--- src/rtl/pdm_bitgen.sv ---
module pdm_bitgen #(
  parameter int DW   = 16,
  parameter int PW   = 8,
  parameter int RLOG = 4
) (
  input  logic          clk,
  input  logic          rst_n,
  input  logic          run_start,
  input  logic          run_stop,
  input  logic          mode_wr,
  input  logic [1:0]    mode_in,
  input  logic [PW-1:0] osr,
  input  logic [PW-1:0] trig_ofs,
  input  logic          smp_valid,
  input  logic [DW-1:0] smp_data,
  output logic          smp_req,
  output logic          pdm_out,
  output logic          trig,
  output logic          mute,
  output logic          mode_err,
  output logic [1:0]    mode
);
  localparam int IW = DW + RLOG;
  localparam logic [PW-1:0] SH_LAST  = PW'(DW - 1);
  localparam logic [PW-1:0] CIC_LAST = PW'((1 << RLOG) - 1);

  logic          running, warm, cy;
  logic [PW-1:0] pcnt, last;
  logic [DW-1:0] xd, sh, acc, nxt, dsin;
  logic [IW-1:0] c1, c1d, c2, i1, i2;
  logic [DW:0]   sum;

  assign last    = (mode == 2'd0) ? SH_LAST : (mode == 2'd1) ? CIC_LAST : osr;
  assign smp_req = running && (pcnt == '0);
  assign nxt     = smp_valid ? smp_data : xd;
  assign c1      = IW'(nxt) - IW'(xd);
  assign c2      = c1 - c1d;
  assign dsin    = (mode == 2'd1) ? DW'(i2 >> RLOG) : xd;
  assign sum     = {1'b0, acc} + {1'b0, dsin};
  assign pdm_out = running && ((mode == 2'd0) ? sh[DW-1] : cy);
  assign trig    = running && (pcnt == trig_ofs);
  assign mute    = !(running && warm);

  always_ff @(posedge clk) begin
    if (!rst_n) begin
      running  <= 1'b0;
      warm     <= 1'b0;
      cy       <= 1'b0;
      pcnt     <= '0;
      xd       <= '0;
      sh       <= '0;
      acc      <= '0;
      c1d      <= '0;
      i1       <= '0;
      i2       <= '0;
      mode     <= 2'd0;
      mode_err <= 1'b0;
    end else begin
      if (mode_wr) begin
        if (running) mode_err <= 1'b1;
        else         mode     <= mode_in;
      end
      if (run_stop || !running) begin
        running <= run_start && !run_stop;
        warm    <= 1'b0;
        cy      <= 1'b0;
        pcnt    <= '0;
        xd      <= '0;
        sh      <= '0;
        acc     <= '0;
        c1d     <= '0;
        i1      <= '0;
        i2      <= '0;
      end else begin
        pcnt <= (pcnt == last) ? '0 : pcnt + 1'b1;
        if (pcnt == last) warm <= 1'b1;
        if (smp_req) begin
          xd  <= nxt;
          sh  <= nxt;
          c1d <= c1;
          i1  <= i1 + c2;
        end else begin
          sh <= sh << 1;
        end
        i2        <= i2 + i1;
        {cy, acc} <= sum;
      end
    end
  end
endmodule

--- config.mk ---
export PLATFORM = sky130hd
export DESIGN_NAME = pdm_bitgen
export DESIGN_NICKNAME = d
export VERILOG_FILES = /design/src/rtl/pdm_bitgen.sv
export SDC_FILE = /design/constraint.sdc
export NUM_CORES = 1
export LEC_CHECK = 0
export ABC_AREA = 1
export BUFFER_PORTS_ARGS = -buffer_cell sky130_fd_sc_hd__buf_2
export CELL_PAD_IN_SITES_DETAIL_PLACEMENT = 0
export CELL_PAD_IN_SITES_GLOBAL_PLACEMENT = 1
export CORE_MARGIN = 8
export CORE_UTILIZATION = 45
export DETAILED_ROUTE_END_ITERATION = 10
export PLACE_DENSITY = 0.86
export SLEW_MARGIN = 20
export SYNTH_ARGS = -nofsm -noshare
export SYNTH_HDL_FRONTEND = slang
export SYNTH_SLANG_ARGS = --single-unit
--- constraint.sdc ---
create_clock -name clk -period 5 [get_ports clk]
set_input_delay 0.25 -clock clk [delete_from_list [all_inputs] [get_ports clk]]
set_output_delay 0.25 -clock clk [all_outputs]
set_load 0.05 [all_outputs]
==> flow_summary_export.csv <==
group,metric,value,unit
sta,finalClockSkew,0.0102,ns
sta,setup_tns,0,ns
hold_path,hold_path_class,"input pin to flip-flop",
setup_path,cpMaxStageDelayCell,"fa_1",
sta,hold_viol,0,
sta,timing.final.crit_share,77.9,%
power_and_ir_drop,p_leak,4.72,nW
synthesis,yosys-top-cells-area,"dfxtp_1, nand2_1, ha_1",
detailed_routing,drt_iter0_drc,582,
hold_path,hp-start,"run_start",
setup_path,worst-path-buf-inv,3,
synthesis,synth_seq_cells,119,
die,die_area,24300,sq um
grt,antenna_found_initial,0,
cts,cts.htree.levels,4,
cts,postCtsSetupBuffers,0,
placed_design,gp_congestion,0.860,
hold_path,hold_depth,3,
grt,grt_use_total,20.1,%
finish,areaGrowthSynthToFinish,11.2,%
placed_design,dp_slack,0.841,ns
detailed_routing,drc,0,
cts,cts_hold_buffers,0,
die,die_w,156,um
synthesis,synth_edf_count,0,
setup_path,worstReg2RegStart,"xd[11]$_SDFFE_PP0P_",
synthesis,syn_inst,1323,
synthesis,seq_area_frac_synth,27.0,%
synthesis,synth_area_leader_cell,"dfxtp_1",
setup_path,crit_top_cell,"nand3_1",
grt,grt_max_degree,53,
detailed_routing,vias_per_cell,5.05,
sta,finalSetupViolCount,0,
finish,fillers,2051,
cts,cts_tree,"done",
sta,rsz0062_at_grt,"false",
power_and_ir_drop,powerDensity,301,nW/um^2
setup_path,ff2ff_setup_slack,1.10,ns
synthesis,syn_area_per_cell,6.66,sq um
cts,clk_latency,0.42,ns
cts,cts.sinks,119,
setup_path,cp.depth,19,
grt,grt_overflow_total,0,
sta,setup_ws,1.10,ns
synthesis,ys_types,46,
cts,cts-resized-gates,0,
sta,max_freq,257,MHz
synthesis,ys_warn_count,0,
power_and_ir_drop,ir_drop,206,uV
setup_path,start_kind,"flip-flop",
sta,slew_viol_final,0,
finish,nNetsFinal,1497,
cts,clk_pin_slew_worst_paths,0.06,ns
detailed_routing,vias,8278,
sta,tightest_slew,0.637,ns
die,die_h,156,um
synthesis,synth_flop_cell,"dfxtp_1",
finish,multi_input_area,5490,sq um
setup_path,reg2reg_depth,19,
die,core_area,19300,sq um
die,row_count,51,
setup_path,crit_chain,"inv_1 -> o21ai_0 -> ha_1 -> a21oi_1 -> o21a_1 -> nand3_1 -> nand2_1 -> nand3_1 -> fa_1 -> inv_1 -> ha_1 -> nand2_1 -> nor2_1 -> and2_1 -> nand3_1 -> nand4_1 -> nand3_1 -> nand2_1 -> inv_1",
placed_design,portBuffers,46,
detailed_routing,drtAntennaViolNets,0,
setup_path,r2r-end,"i1[19]$_SDFFE_PP0P_",
setup_path,slowest_delay,0.60,ns
detailed_routing,firstDrtPassIters,5,
setup_path,crit_type,"flip-flop to flip-flop",
synthesis,syn_area,8810,sq um
sta,slew_headroom,57.5,%
placed_design,hpwlAfterDp,18.5,mm
setup_path,cp_top_family,"adder cells",
sta,fin_crit,3.90,ns
finish,drive_above_1_share,8.16,%
cts,clock_path_buffers,2,
synthesis,synth.most_common_cell,"nand2_1",
synthesis,synth_top_cell_area_share,27.0,%
finish,num_antenna_cells,0,
die,num_io_pins,47,
setup_path,crit_required,5.32,ns
detailed_routing,routed_wl,23.8,mm
grt,grt_pass1_vias,7869,
setup_path,cp_max_fo,5,
detailed_routing,wire_per_inst,14.5,um
synthesis,synth-async-reset-ratio,0,%
synthesis,synth_nets,1460,
hold_path,min_to,"running$_SDFFE_PN0P_",
setup_path,cp.arrival,4.22,ns
grt,grt_pass1_wl,39.0,mm
status,status,"finished, final reports clean",
setup_path,crit_path_end_kind,"flip-flop",
finish,seq_area,2380,sq um
cts,cts_made_buffers,17,
synthesis,synth_top_cells_by_count,"nand2_1, inv_1, a21oi_1",
die,initial_core_util,45.6,%
run,maxCapViolations,0,
cts,cts-root-buf,"clkbuf_16",
==> per-layer routing <==
metal	wire length, um	track usage, %	vias to the layer above
met5	0	0	-
met4	442	5.73	0
met2	10700	31.8	119
li1	-	-	4349
met1	11900	27.3	3786
met3	762	3.52	24
==> sequential cells by signal, indices dropped and copies added, names as in the netlist <==
register  count
acc          16
c1d          17
cy            1
i1           20
i2           20
mode          2
mode_err      1
pcnt          8
running       1
sh           16
warm          1
xd           16
==> placed cells by master, fill, tap and decap left out, types with 2 or more instances in the layout <==
cell	count
nand3_1	75
dfxtp_1	119
xnor2_1	10
a31oi_1	2
nand4_1	7
a221oi_1	2
nor3_1	11
clkbuf_16	17
inv_6	2
clkbuf_1	3
o21a_1	4
clkinv_2	3
or2_2	2
ha_1	75
a211oi_2	2
bufinv_16	3
xor2_1	15
buf_4	4
inv_2	9
buf_2	46
nor2_4	2
nand3_2	2
o21ai_1	16
nand2_2	10
o211ai_1	4
fa_1	22
nand2_1	320
a21oi_1	165
nor2_1	139
o21ai_0	65
inv_1	184
and2_1	4
a21o_1	7
clkinv_4	4
o21bai_1	4
==> how the worst max path moves through the flow <==
| stage | to | start | slack, ns |
|---|---|---|---|
| floorplan | i1[17]$_SDFFE_PP0P_ | smp_valid | 1.37 |
| global placement | i1[17]$_SDFFE_PP0P_ | smp_valid | 0.91 |
| detailed placement | i1[19]$_SDFFE_PP0P_ | smp_valid | 0.84 |
| CTS | i1[19]$_SDFFE_PP0P_ | xd[11]$_SDFFE_PP0P_ | 1.13 |
| global route | i1[10]$_SDFFE_PP0P_ | xd[1]$_SDFFE_PP0P_ | 0.77 |
| finish | i1[19]$_SDFFE_PP0P_ | xd[11]$_SDFFE_PP0P_ | 1.10 |
==> stage by stage <==
stage	hold slack, ns	power [mW]	area [sq um]	std cells	util [%]
after global routing	0.0628	3.12	9800	1638	50.7
after floorplan	0.379	1.54	8810	1323	-
after global placement	0.435	1.70	9200	1606	47.6
after detailed placement	0.439	1.70	9200	1606	47.6
after CTS	0.0520	2.97	9800	1638	50.7
final	0.0592	2.95	9800	1638	50.7
==> worst reg2reg max path, delay by kind of cell, from the launching register on <==
| kind | cells | cell delay [ns] |
|---|---|---|
| flip-flops | 1 | 0.33 |
| adder cells (fa/ha/maj) | 3 | 1.33 |
| AO/OA/AOI/OAI | 3 | 0.75 |
| AND/OR/NAND/NOR | 10 | 1.24 |
| buffers and inverters | 3 | 0.17 |
==> area by class of cell <==
cell class / instances / share of cell area, %
multi-input cells: 978 / 56.0
flip-flops and latches: 119 / 24.3
inverters: 194 / 7.48
clock buffers: 21 / 4.60
well taps: 265 / 3.38
repair buffers: 50 / 2.66
clock inverters: 11 / 1.52
==> cells by family after synthesis <==
group           Yosys count  share of synthesized area [%]
compound gates          275                           16.6
xor+xnor                 25                           2.48
fa+ha+maj                97                           15.6
buf+inv                 226                           10.7
flops                   119                           27.0
mux                       2                          0.241
simple gates            579                           27.4
==> power by group <==
group	internal [mW]	switching, mW	total [mW]
Combinational	0.255	0.468	0.723
Clock	0.799	0.462	1.26
Sequential	0.956	0.00869	0.965
No activity file was read; power rests on OpenSTA's default activity.
